--- src/rtl/owm_irq_pkg.sv ---
package owm_irq_pkg;
  localparam int DATA_W = 8;
  localparam int ADDR_W = 2;
  localparam int N_EVT  = 3;

  // status bit positions
  localparam int STAT_TO = 0;
  localparam int STAT_RX = 1;
  localparam int STAT_TX = 2;

  // control / configuration bit positions
  localparam int CTRL_PRES     = 3;
  localparam int CTRL_CLKEN    = 5;
  localparam int SCFG_AUTOIDLE = 0;

  typedef enum logic [ADDR_W-1:0] {
    ADR_CTRL = 2'd0,
    ADR_STAT = 2'd1,
    ADR_SCFG = 2'd2,
    ADR_NONE = 2'd3
  } reg_addr_e;
endpackage

--- src/rtl/owm_evt_status.sv ---
module owm_evt_status
  import owm_irq_pkg::*;
#(
  parameter int NE = N_EVT
) (
  input  logic          clk_i,
  input  logic          rst_ni,
  input  logic          ow_mode_i,
  input  logic          ev_tx_i,
  input  logic          ev_rx_i,
  input  logic          ev_to_i,
  input  logic          presence_i,
  input  logic          clr_i,
  output logic [NE-1:0] stat_o,
  output logic          pres_o
);
  logic [NE-1:0] ev_raw, ev_ok, mode_need, stat_q;
  logic          pres_q;

  always_comb begin
    ev_raw            = '0;
    mode_need         = '0;
    ev_raw[STAT_TX]   = ev_tx_i;
    ev_raw[STAT_RX]   = ev_rx_i;
    ev_raw[STAT_TO]   = ev_to_i;
    mode_need[STAT_RX] = 1'b1;
    mode_need[STAT_TO] = 1'b1;
  end

  // new events win over a clearing read in the same cycle
  for (genvar g = 0; g < NE; g++) begin : g_bit
    assign ev_ok[g] = ev_raw[g] & (ow_mode_i | ~mode_need[g]);
    always_ff @(posedge clk_i or negedge rst_ni) begin
      if (!rst_ni) stat_q[g] <= 1'b0;
      else         stat_q[g] <= (stat_q[g] & ~clr_i) | ev_ok[g];
    end
  end

  always_ff @(posedge clk_i or negedge rst_ni) begin
    if (!rst_ni)              pres_q <= 1'b0;
    else if (ev_ok[STAT_TO])  pres_q <= presence_i;
  end

  assign stat_o = stat_q;
  assign pres_o = pres_q;

  assert_tx_sets_R2: assert property (@(posedge clk_i) disable iff (!rst_ni)
    ev_tx_i |=> stat_q[STAT_TX]);
  assert_hdq_ignores_R3: assert property (@(posedge clk_i) disable iff (!rst_ni)
    (!ow_mode_i && !stat_q[STAT_RX] && !stat_q[STAT_TO]) |=> (!stat_q[STAT_RX] && !stat_q[STAT_TO]));
  assert_clear_all_R5: assert property (@(posedge clk_i) disable iff (!rst_ni)
    (clr_i && !ev_tx_i && !ev_rx_i && !ev_to_i) |=> (stat_q == '0));
  assert_keep_new_R6: assert property (@(posedge clk_i) disable iff (!rst_ni)
    (clr_i && ev_tx_i) |=> stat_q[STAT_TX]);
  assert_pres_hold_R7: assert property (@(posedge clk_i) disable iff (!rst_ni)
    !(ev_to_i && ow_mode_i) |=> $stable(pres_q));
endmodule

--- src/rtl/owm_regfile.sv ---
module owm_regfile
  import owm_irq_pkg::*;
#(
  parameter int DW = DATA_W,
  parameter int AW = ADDR_W,
  parameter int NE = N_EVT
) (
  input  logic          clk_i,
  input  logic          rst_ni,
  input  logic [AW-1:0] addr_i,
  input  logic          we_i,
  input  logic          re_i,
  input  logic [DW-1:0] wdata_i,
  input  logic [NE-1:0] stat_i,
  input  logic          pres_i,
  output logic          clk_en_o,
  output logic          autoidle_o,
  output logic          stat_clr_o,
  output logic [DW-1:0] rdata_o
);
  logic          clk_en_q, autoidle_q;
  logic [DW-1:0] rdata_q, rd_mux;
  reg_addr_e     adr;

  assign adr = reg_addr_e'(addr_i);

  always_ff @(posedge clk_i or negedge rst_ni) begin
    if (!rst_ni) begin
      clk_en_q   <= 1'b0;
      autoidle_q <= 1'b0;
    end else if (we_i) begin
      if (adr == ADR_CTRL) clk_en_q   <= wdata_i[CTRL_CLKEN];
      if (adr == ADR_SCFG) autoidle_q <= wdata_i[SCFG_AUTOIDLE];
    end
  end

  always_comb begin
    rd_mux = '0;
    unique case (adr)
      ADR_CTRL: begin
        rd_mux[CTRL_CLKEN] = clk_en_q;
        rd_mux[CTRL_PRES]  = pres_i;
      end
      ADR_STAT: rd_mux[NE-1:0]        = stat_i;
      ADR_SCFG: rd_mux[SCFG_AUTOIDLE] = autoidle_q;
      default:  rd_mux = '0;
    endcase
  end

  always_ff @(posedge clk_i or negedge rst_ni) begin
    if (!rst_ni)   rdata_q <= '0;
    else if (re_i) rdata_q <= rd_mux;
  end

  assign stat_clr_o = re_i && (adr == ADR_STAT);
  assign clk_en_o   = clk_en_q;
  assign autoidle_o = autoidle_q;
  assign rdata_o    = rdata_q;

  assert_stat_rd_R5: assert property (@(posedge clk_i) disable iff (!rst_ni)
    (re_i && adr == ADR_STAT) |=> (rdata_q[NE-1:0] == $past(stat_i)));
endmodule

--- src/rtl/owm_pwr_ctrl.sv ---
module owm_pwr_ctrl (
  input  logic clk_i,
  input  logic rst_ni,
  input  logic clk_en_i,
  input  logic autoidle_i,
  input  logic bus_act_i,
  output logic eng_rst_o,
  output logic fclk_en_o,
  output logic icg_en_o
);
  assign fclk_en_o = clk_en_i;
  assign eng_rst_o = ~clk_en_i;
  // no added latency: bus strobe reopens the clock combinationally
  assign icg_en_o  = ~autoidle_i | bus_act_i;

  assert_act_opens_R10: assert property (@(posedge clk_i) disable iff (!rst_ni)
    bus_act_i |-> icg_en_o);
  assert_rst_dir_R8: assert property (@(posedge clk_i) disable iff (!rst_ni)
    $fell(clk_en_i) |-> (eng_rst_o && !fclk_en_o));
endmodule

--- src/rtl/owm_irq_ctrl.sv ---
module owm_irq_ctrl
  import owm_irq_pkg::*;
#(
  parameter int DW = DATA_W,
  parameter int AW = ADDR_W
) (
  input  logic          clk_i,
  input  logic          rst_ni,
  input  logic [AW-1:0] addr_i,
  input  logic          we_i,
  input  logic          re_i,
  input  logic [DW-1:0] wdata_i,
  output logic [DW-1:0] rdata_o,
  input  logic          ow_mode_i,
  input  logic          ev_tx_i,
  input  logic          ev_rx_i,
  input  logic          ev_to_i,
  input  logic          presence_i,
  output logic          irq_o,
  output logic          eng_rst_o,
  output logic          fclk_en_o,
  output logic          icg_en_o
);
  localparam int NE = N_EVT;

  logic [NE-1:0] stat;
  logic          pres, clk_en, autoidle, stat_clr;

  owm_evt_status #(.NE(NE)) u_status (
    .clk_i, .rst_ni, .ow_mode_i, .ev_tx_i, .ev_rx_i, .ev_to_i, .presence_i,
    .clr_i(stat_clr), .stat_o(stat), .pres_o(pres)
  );

  owm_regfile #(.DW(DW), .AW(AW), .NE(NE)) u_regs (
    .clk_i, .rst_ni, .addr_i, .we_i, .re_i, .wdata_i,
    .stat_i(stat), .pres_i(pres), .clk_en_o(clk_en), .autoidle_o(autoidle),
    .stat_clr_o(stat_clr), .rdata_o
  );

  owm_pwr_ctrl u_pwr (
    .clk_i, .rst_ni, .clk_en_i(clk_en), .autoidle_i(autoidle),
    .bus_act_i(we_i | re_i), .eng_rst_o, .fclk_en_o, .icg_en_o
  );

  assign irq_o = |stat;

  assert_irq_drop_R4: assert property (@(posedge clk_i) disable iff (!rst_ni)
    (re_i && addr_i == AW'(ADR_STAT) && !ev_tx_i && !ev_rx_i && !ev_to_i) |=> !irq_o);
  assert_tx_irq_R4: assert property (@(posedge clk_i) disable iff (!rst_ni)
    ev_tx_i |=> irq_o);
  assert_off_rst_R8: assert property (@(posedge clk_i) disable iff (!rst_ni)
    (we_i && addr_i == AW'(ADR_CTRL) && !wdata_i[CTRL_CLKEN]) |=> eng_rst_o);
  assert_off_keeps_R9: assert property (@(posedge clk_i) disable iff (!rst_ni)
    (we_i && addr_i == AW'(ADR_CTRL) && !re_i && !ev_tx_i && !ev_rx_i && !ev_to_i)
      |=> ($stable(stat) && $stable(pres) && $stable(autoidle)));
endmodule

--- config.mk ---
export PLATFORM = sky130hd
export DESIGN_NAME = owm_irq_ctrl
export DESIGN_NICKNAME = d
export VERILOG_FILES = /design/src/rtl/owm_irq_pkg.sv /design/src/rtl/owm_evt_status.sv /design/src/rtl/owm_regfile.sv /design/src/rtl/owm_pwr_ctrl.sv /design/src/rtl/owm_irq_ctrl.sv
export SDC_FILE = /design/constraint.sdc
export NUM_CORES = 1
export LEC_CHECK = 0
export ABC_AREA = 1
export BUFFER_PORTS_ARGS = -buffer_cell sky130_fd_sc_hd__buf_2
export CORE_AREA = 2 2 39 41
export CTS_BUF_LIST = sky130_fd_sc_hd__clkbuf_8
export DETAILED_ROUTE_END_ITERATION = 10
export DIE_AREA = 0 0 41 43
export PLACE_DENSITY = 0.72
export SETUP_SLACK_MARGIN = 0.3
export SLEW_MARGIN = 20
export SYNTH_ARGS = -nofsm -noshare
export SYNTH_HDL_FRONTEND = slang
export SYNTH_SLANG_ARGS = --single-unit
--- constraint.sdc ---
create_clock -name clk_i -period 0.8 [get_ports clk_i]
set_input_delay 0.08 -clock clk_i [delete_from_list [all_inputs] [get_ports clk_i]]
set_output_delay 0.08 -clock clk_i [all_outputs]
set_load 0.02 [all_outputs]
==> flow_summary.json, run 1 <==
{
  "crit-reg2reg-launch": "u_status.stat_o[2]$_DFF_PN0_",
  "antenna_cells": 0,
  "numClockSinks": 11,
  "dieHeight_um": 43,
  "routed_via_density": 4.330,
  "drcViolationCount": 0,
  "crit_fanout": 2,
  "r2r-end": "u_status.stat_o[2]$_DFF_PN0_",
  "area_growth_pct": 62.50,
  "synthTopCellsByArea": "dfrtp_1 52%, nand2_1 17%, ha_1 7.1%, nand3_1 5.7%, inv_1 5.7%",
  "root_buffer": "clkbuf_8",
  "end_kind": "output pin",
  "worst_skew_pair.late_latency_ns": 0.24,
  "rsz0062_at_grt": "true",
  "ys_seq_area_frac": 0.5189,
  "min_from": "ev_rx_i",
  "power_density_mw_per_mm2": 1874,
  "netlist_area_um2": 530.5,
  "rr_worst_depth": 4,
  "synth_cells": 64,
  "nets": 119,
  "worstPathRequired_ns": 0.72,
  "critical_path.endpoint": "irq_o",
  "ant_nets": 0,
  "synth_cell_types": 12,
  "clk_pin_slew_worst_paths_ns": 0.05,
  "grt_use_total": 0.1449,
  "worst-r2r-setup-slack_ns": -0.07,
  "failed_checks": "negative setup slack",
  "setup_violations": 12,
  "port_buffers": 21,
  "vias": 485,
  "cts_tree": "done",
  "first_pass_iters": 2,
  "dr.first_iter.drc_count": 6,
  "hold_violations": 0,
  "grt_pass1_vias": 422,
  "grt_max_degree": 12,
  "dp_hpwl_um": 777.7,
  "vdd_drop_max_mv": 0.7623,
  "fin_skew_ns": 0.0005796,
  "rows": 14,
  "preCtsSetupSlack_ns": -0.01275,
  "clock_path_buffers": 2,
  "synth-seq-cells": 11,
  "drive_above_1_share": 0.5625,
  "crit_arrival_ns": 0.92,
  "min_path_cells": 3,
  "initial_core_util": 0.3834,
  "synth_warnings": 0,
  "routed_wl_mm": 1.127,
  "htreeDepth": 1,
  "grt_remaining_overflow": 0,
  "period_share": 1.244,
  "fillers": 117,
  "dpl-instance-area_um2": 666.9,
  "die_area_mm2": 0.001763,
  "max_cap_violations": 0,
  "leakagePower_uw": 0.0004729,
  "fin_area_um2": 862.1,
  "period_minus_slack_ns": 0.9951,
  "status": "complete, but fails checks",
  "wire_per_inst_um": 10.06,
  "start_kind": "register",
  "antenna_found_initial": 0,
  "fmax_mhz": 1005,
  "synth_top_area_cell": "dfrtp_1",
  "die_x_um": 41,
  "numCtsBuffers": 3,
  "slew_viol_final": 0,
  "core-area_mm2": 0.001384,
  "syn_area_per_cell_um2": 8.289,
  "io_pins": 31,
  "hold_path.class": "in2reg",
  "setup.worst_path.class": "reg2out",
  "gp_congestion": 0.7440,
  "synth_top_area_share": 0.5189,
  "startpoint": "u_status.stat_o[0]$_DFF_PN0_",
  "fin_ws_ns": -0.1951,
  "grt_pass1_wl_mm": 1.662
}
[Yosys cell counts]
library cell and count:
inv_1 8, nand3_1 6, dfrtp_1 11, conb_1 1
o21bai_1 1, inv_2 1, nand2_2 1, buf_4 3
o21ai_1 4, ha_1 3, nor2_1 1, nand2_1 24
[worst min-delay path by stage]
stage                                    endpoint  slack [ns]
floorplan           u_regs.autoidle_o$_DFFE_PN0P_       -0.22
global placement    u_regs.rdata_o[5]$_DFFE_PN0P_       -0.04
detailed placement  u_regs.rdata_o[5]$_DFFE_PN0P_       -0.04
CTS                  u_status.stat_o[2]$_DFF_PN0_        0.05
global route         u_status.stat_o[2]$_DFF_PN0_        0.07
finish               u_status.stat_o[1]$_DFF_PN0_        0.07
[stage by stage]
step                instances  utilization  hold slack (ns)  power, µW  TNS (ns)
floorplan                  66            -          -0.2156      830.5         0
detailed placement        100       0.4819         -0.04095      925.9  -0.01275
CTS                       109       0.5986          0.05321       1598   -0.7348
global route              112       0.6230          0.06912       1708    -1.194
finish                    112       0.6230          0.06577       1615   -0.8377
global placement          100       0.4819         -0.04034      918.6         0
[where the power goes]
| group | switching [µW] | total (µW) | leakage (µW) | internal, µW |
|---|---|---|---|---|
| Sequential | 41.4 | 659 | 0.000128 | 617 |
| Combinational | 204 | 406 | 0.000320 | 202 |
| Clock | 209 | 551 | 0.0000255 | 342 |
| Total | 454 | 1620 | 0.000473 | 1160 |
[placed cells by master (no fill, tap or decap), types with 2 or more instances in the layout]
cell type / instances
nand2_1: 18
buf_2: 11
buf_6: 11
nand2_2: 7
inv_2: 6
dfrtp_1: 6
buf_4: 5
dfrtp_2: 5
nand3_1: 4
inv_1: 3
ha_1: 3
conb_1: 3
clkbuf_8: 3
o21ai_1: 2
o21ai_2: 2
[area by class of cell]
class | instances | area (µm²) | area share
multi-input combinational | 43 | 246.5 | 0.2859
sequential | 11 | 281.5 | 0.3266
clock buffer | 3 | 41.29 | 0.04790
inverter | 9 | 33.78 | 0.03919
timing repair buffer | 29 | 234.0 | 0.2714
tap | 16 | 20.02 | 0.02322
clock inverter | 1 | 5.005 | 0.005806
[routing by layer]
layer / vias to the layer above / GRT usage / wire length, µm
li1: 256 / - / -
met1: 212 / 0.1623 / 491
met2: 15 / 0.2281 / 582
met3: 2 / 0.04712 / 40
met4: 0 / 0.08000 / 12
met5: - / 0 / 0
[kinds of logic after synthesis]
kind of cell,count (synthesis),synth area share
compound gates,5,0.05189
fa+ha+maj,3,0.07076
buf+inv,12,0.1061
flops,11,0.5189
other cells,1,0.007069
simple gates,32,0.2453
[flip-flops by register name, indices dropped and copies added (netlist names)]
name,cells
u_regs.clk_en_o,1
u_status.stat_o,3
u_regs.rdata_o,5
u_status.pres_o,1
u_regs.autoidle_o,1
[worst max-delay path: stages, from the launching register on]
cell and delay (ns):
dfrtp_1 0.39, inv_2 0.09, nand3_4 0.06, buf_6 0.13
[timing repair]
action / 4_1_cts / 5_1_grt
pin swaps: 4 / 0
hold buffers: 1 / 0
gates resized for setup: 24 / 4
setup endpoints to repair: 20 / 25
endpoints found under the hold margin: 11 / 0
buffers inserted: 4 / 3
No activity file was read; power rests on OpenSTA's default activity.
==> run 2, diff against run 1 <==
Settings changed: SETUP_SLACK_MARGIN 0.3 to default.
==> flow_summary.json, run 2 (synthesis gave the netlist of run 1 again) <==
{
  "status": "complete, but fails checks",
  "antenna_found_initial": 0,
  "area_growth_pct": 53.77,
  "die_area_mm2": 0.001763,
  "grt_pass1_wl_mm": 1.635,
  "end_kind": "output pin",
  "first_pass_iters": 6,
  "initial_core_util": 0.3834,
  "root_buffer": "clkbuf_8",
  "wire_per_inst_um": 8.902,
  "htreeDepth": 1,
  "hold_violations": 0,
  "routed_via_density": 4.348,
  "leakagePower_uw": 0.0004762,
  "gp_congestion": 0.7695,
  "fmax_mhz": 1031,
  "power_density_mw_per_mm2": 1903,
  "antenna_cells": 0,
  "crit_buf_inv": 2,
  "worst_skew_pair.late_latency_ns": 0.24,
  "failed_checks": "negative setup slack",
  "setup.worst_path.class": "reg2out",
  "rsz0062_at_grt": "true",
  "io_pins": 31,
  "slowest_stage": "dfrtp_1",
  "numCtsBuffers": 3,
  "total_power_uw": 1553,
  "layout_commonest_cell": "nand2_1",
  "fin_skew_ns": 0.007058,
  "clk_pin_slew_worst_paths_ns": 0.05,
  "period_minus_slack_ns": 0.9703,
  "core-area_mm2": 0.001384,
  "ant_nets": 0,
  "grt_remaining_overflow": 0,
  "max_cap_violations": 0,
  "fin_area_um2": 815.8,
  "stdcell_count": 112,
  "drcViolationCount": 0,
  "crit_arrival_ns": 0.89,
  "dpl-instance-area_um2": 640.6,
  "fin_util": 0.5895,
  "largest_register_ff_count": 5,
  "slew_viol_final": 0,
  "preCtsSetupSlack_ns": -0.003237,
  "routed_wl_um": 997,
  "dieHeight_um": 43,
  "dr.first_iter.drc_count": 5,
  "numClockSinks": 11,
  "dp.cells": 100,
  "path_cells": "inv_2 > nand3_2 > buf_6",
  "clock_path_buffers": 2,
  "nets": 119,
  "grt_max_degree": 12,
  "fin_ws_ns": -0.1703,
  "worstPathRequired_ns": 0.72,
  "port_buffers": 21,
  "hold_path.class": "in2reg",
  "start_kind": "register",
  "cpLargestDelayFamily": "flip-flops",
  "crit_fanout": 2,
  "max_stage_delay_ns": 0.39,
  "die_x_um": 41,
  "vias": 487,
  "fillers": 135,
  "grt_pass1_vias": 448,
  "dp_hpwl_um": 731.8,
  "cts_tree": "done",
  "rows": 14,
  "drive_above_1_share": 0.4063,
  "final_cell_mix": "23 x nand2_1, 12 x buf_2, 11 x dfrtp_1",
  "period_share": 1.213,
  "grt_use_total": 0.1383,
  "setup_violations": 10,
  "vdd_drop_max_mv": 1.151
}
==> run 2: cell types whose count changed in the layout (fill, tap and decap cells not counted), moves of 2 or more <==
cell,previous run,this run
dfrtp_1,6,11
dfrtp_2,5,0
nand2_2,7,2
nand2_1,18,23
inv_1,3,5
o21ai_1,2,4
o21ai_2,2,0
==> run 2: power by group <==
group	switching [µW]	total [µW]	internal, µW
Sequential	39.5	653	614
Combinational	180	366	186
Clock	198	534	336
==> run 2: final timing paths <==
path                                                     from                            end  slack (ns)  cells after the start
worst max-delay path             u_status.stat_o[0]$_DFF_PN0_                          irq_o       -0.17                      3
worst min register to register    u_status.pres_o$_DFFE_PN0P_    u_status.pres_o$_DFFE_PN0P_        0.49                      2
worst max register to register  u_regs.autoidle_o$_DFFE_PN0P_  u_regs.rdata_o[0]$_DFFE_PN0P_           0                      5
worst min-delay path                                  ev_tx_i   u_status.stat_o[2]$_DFF_PN0_        0.04                      2
min in group asynchronous                              rst_ni  u_regs.autoidle_o$_DFFE_PN0P_        0.25                      2
max in group asynchronous                              rst_ni   u_status.stat_o[2]$_DFF_PN0_        0.34                      2
==> run 2: final cells by class <==
| class | count | area (µm²) | area share |
|---|---|---|---|
| Tap cell | 16 | 20.02 | 0.02454 |
| Timing Repair Buffer | 29 | 227.7 | 0.2791 |
| Clock inverter | 1 | 3.754 | 0.004601 |
| Sequential cell | 11 | 275.3 | 0.3374 |
| Clock buffer | 3 | 41.29 | 0.05061 |
| Multi-Input combinational cell | 43 | 214.0 | 0.2623 |
| Inverter | 9 | 33.78 | 0.04141 |
==> run 2: stage by stage <==
stage	hold WS, ns	TNS (ns)
floorplan	-0.2156	0
global placement	-0.04050	-0.006877
detailed placement	-0.03449	-0.003237
CTS	0.03713	-0.5883
global route	0.05815	-0.8905
finish	0.04121	-0.5696
==> run 2: worst register-to-register path, stage by stage (launching register included) <==
cell	delay (ns)
dfrtp_1	0.38
buf_6	0.12
nand2_2	0.04
nand2_1	0.05
nand2_1	0.05
nand2_1	0.04
==> run 2: metal layers <==
| layer | part of all wire | track usage | wire (µm) | vias up |
|---|---|---|---|---|
| li1 | - | - | - | 253 |
| met1 | 0.42 | 0.1821 | 423 | 217 |
| met2 | 0.51 | 0.2000 | 507 | 15 |
| met3 | 0.050 | 0.01571 | 50 | 2 |
| met4 | 0.016 | 0.1000 | 16 | 0 |
| met5 | 0 | 0 | 0 | - |
==> run 2: what timing repair did <==
action                                  CTS  global route
endpoints found under the setup margin    9            10
gates resized for setup                  23             2
setup buffers                             7             0
hold buffers                              1             0
pin swaps                                 2             3
hold endpoints to repair                 11             0
==> run 3, diff against run 2 <==
Settings changed: GPL_TIMING_DRIVEN from default to 0.
==> flow_summary.json, run 3 (synthesis gave the netlist of run 1 again) <==
{
  "dp_hpwl_um": 746.4,
  "power_density_mw_per_mm2": 1870,
  "period_share": 1.212,
  "largest_register_ff_count": 5,
  "gp_congestion": 0.7701,
  "failed_checks": "negative setup slack",
  "cts_tree": "done",
  "hold_violations": 0,
  "grt_pass1_wl_mm": 1.766,
  "status": "complete, but fails checks",
  "io_pins": 31,
  "register_area_um2": 275.3,
  "grt_remaining_overflow": 0,
  "rr_worst_depth": 5,
  "max_stage_delay_ns": 0.38,
  "first_pass_iters": 4,
  "period_minus_slack_ns": 0.9693,
  "multi_input_area_um2": 219.0,
  "dr.first_iter.drc_count": 8,
  "fillers": 117,
  "numClockSinks": 11,
  "slew_viol_final": 0,
  "root_buffer": "clkbuf_8",
  "layout_commonest_cell": "nand2_1",
  "end_kind": "output pin",
  "drcViolationCount": 0,
  "antenna_cells": 0,
  "vdd_drop_max_mv": 1.442,
  "r2r-end": "u_regs.rdata_o[0]$_DFFE_PN0P_",
  "die_area_mm2": 0.001763,
  "dieHeight_um": 43,
  "routed_wl_mm": 1.113,
  "initial_core_util": 0.3834,
  "setup.worst_path.class": "reg2out",
  "antenna_found_initial": 0,
  "grt_max_degree": 12,
  "grt_pass1_vias": 438,
  "clock_path_buffers": 2,
  "max_cap_violations": 0,
  "routed_via_density": 4.466,
  "min_from": "ev_tx_i",
  "area_growth_pct": 61.08,
  "worst_skew_pair.late_latency_ns": 0.24,
  "final_cell_mix": "23 x nand2_1, 12 x buf_2, 11 x buf_6, 11 x dfrtp_1, 9 x buf_4",
  "start_kind": "register",
  "rsz0062_at_grt": "true",
  "die_x_um": 41,
  "whs_ns": 0.03426,
  "clk_pin_slew_worst_paths_ns": 0.05,
  "core-area_mm2": 0.001384,
  "vias": 518,
  "crit_arrival_ns": 0.89,
  "ant_nets": 0,
  "worstPathRequired_ns": 0.72,
  "grt_use_total": 0.1607,
  "worst-r2r-setup-slack_ns": 0,
  "fin_ws_ns": -0.1693,
  "slowest_stage": "dfrtp_1",
  "hold_path.class": "in2reg",
  "fmax_mhz": 1032,
  "drive_above_1_share": 0.4400,
  "nets": 123,
  "leakagePower_uw": 0.0004993,
  "min_path_cells": 2,
  "crit_fanout": 2,
  "port_buffers": 21,
  "rows": 14,
  "min_to": "u_status.stat_o[2]$_DFF_PN0_",
  "wire_per_inst_um": 9.595,
  "total_power_uw": 1598,
  "path_cells": "inv_2 > nand3_2 > buf_6",
  "setup_violations": 10,
  "numCtsBuffers": 3,
  "crit-reg2reg-launch": "u_regs.autoidle_o$_DFFE_PN0P_",
  "fin_skew_ns": 0.004816,
  "htreeDepth": 1
}
==> run 3: area by class of cell <==
cell class,instances,share of cell area
plain buffers,3,0.02635
clock buffers,3,0.04832
clock inverters,1,0.004392
inverters,9,0.03953
multi-input cells,43,0.2562
flip-flops and latches,11,0.3221
well taps,16,0.02343
repair buffers,30,0.2796
==> run 3: worst max-delay path, delay by kind of cell, from the launching register on <==
kind,cells,cell delay [ns]
and+or+nand+nor,1,0.06
buffers and inverters,2,0.20
DFF,1,0.38
==> run 3: power by group <==
part	switching, µW	internal [µW]
registers	40.7	614
logic	191	206
clock network	210	337
total	442	1160
==> run 3: what timing repair did <==
item,4_1_cts,5_1_grt
setup buffers,7,1
gates cloned,0,0
setup endpoints to repair,9,11
hold endpoints to repair,11,0
resized for setup,23,4
hold buffers,1,0
pin swaps,2,0
==> run 3: stage by stage <==
stage | util | setup TNS (ns) | worst slack [ns] | cells | area [µm²]
after detailed placement | 0.4792 | -0.01650 | -0.01650 | 103 | 663.1
after CTS | 0.6031 | -0.6364 | -0.1614 | 115 | 834.6
after global placement | 0.4792 | -0.006772 | -0.006772 | 103 | 663.1
after global routing | 0.6175 | -0.9449 | -0.2120 | 116 | 854.6
after floorplan | - | 0 | 0.08029 | 66 | 538.0
final | 0.6175 | -0.6621 | -0.1693 | 116 | 854.6
==> run 3: how the worst max path moves through the flow <==
stage,startpoint,endpoint,slack (ns)
3_3_place_gp,addr_i[0],u_regs.rdata_o[0]$_DFFE_PN0P_,-0.007
4_1_cts,u_status.stat_o[0]$_DFF_PN0_,irq_o,-0.16
5_1_grt,u_status.stat_o[2]$_DFF_PN0_,irq_o,-0.21
3_5_place_dp,addr_i[0],u_regs.rdata_o[0]$_DFFE_PN0P_,-0.02
2_1_floorplan,u_regs.clk_en_o$_DFFE_PN0P_,u_regs.rdata_o[5]$_DFFE_PN0P_,0.08
6_report,u_status.stat_o[0]$_DFF_PN0_,irq_o,-0.17
==> run 3: layer usage <==
layer / GRT usage / vias to the layer above / share of wire
li1: - / 264 / -
met2: 0.2250 / 20 / 0.51
met3: 0.06283 / 5 / 0.070
met5: 0 / - / 0
met1: 0.1884 / 229 / 0.39
met4: 0.1200 / 0 / 0.031
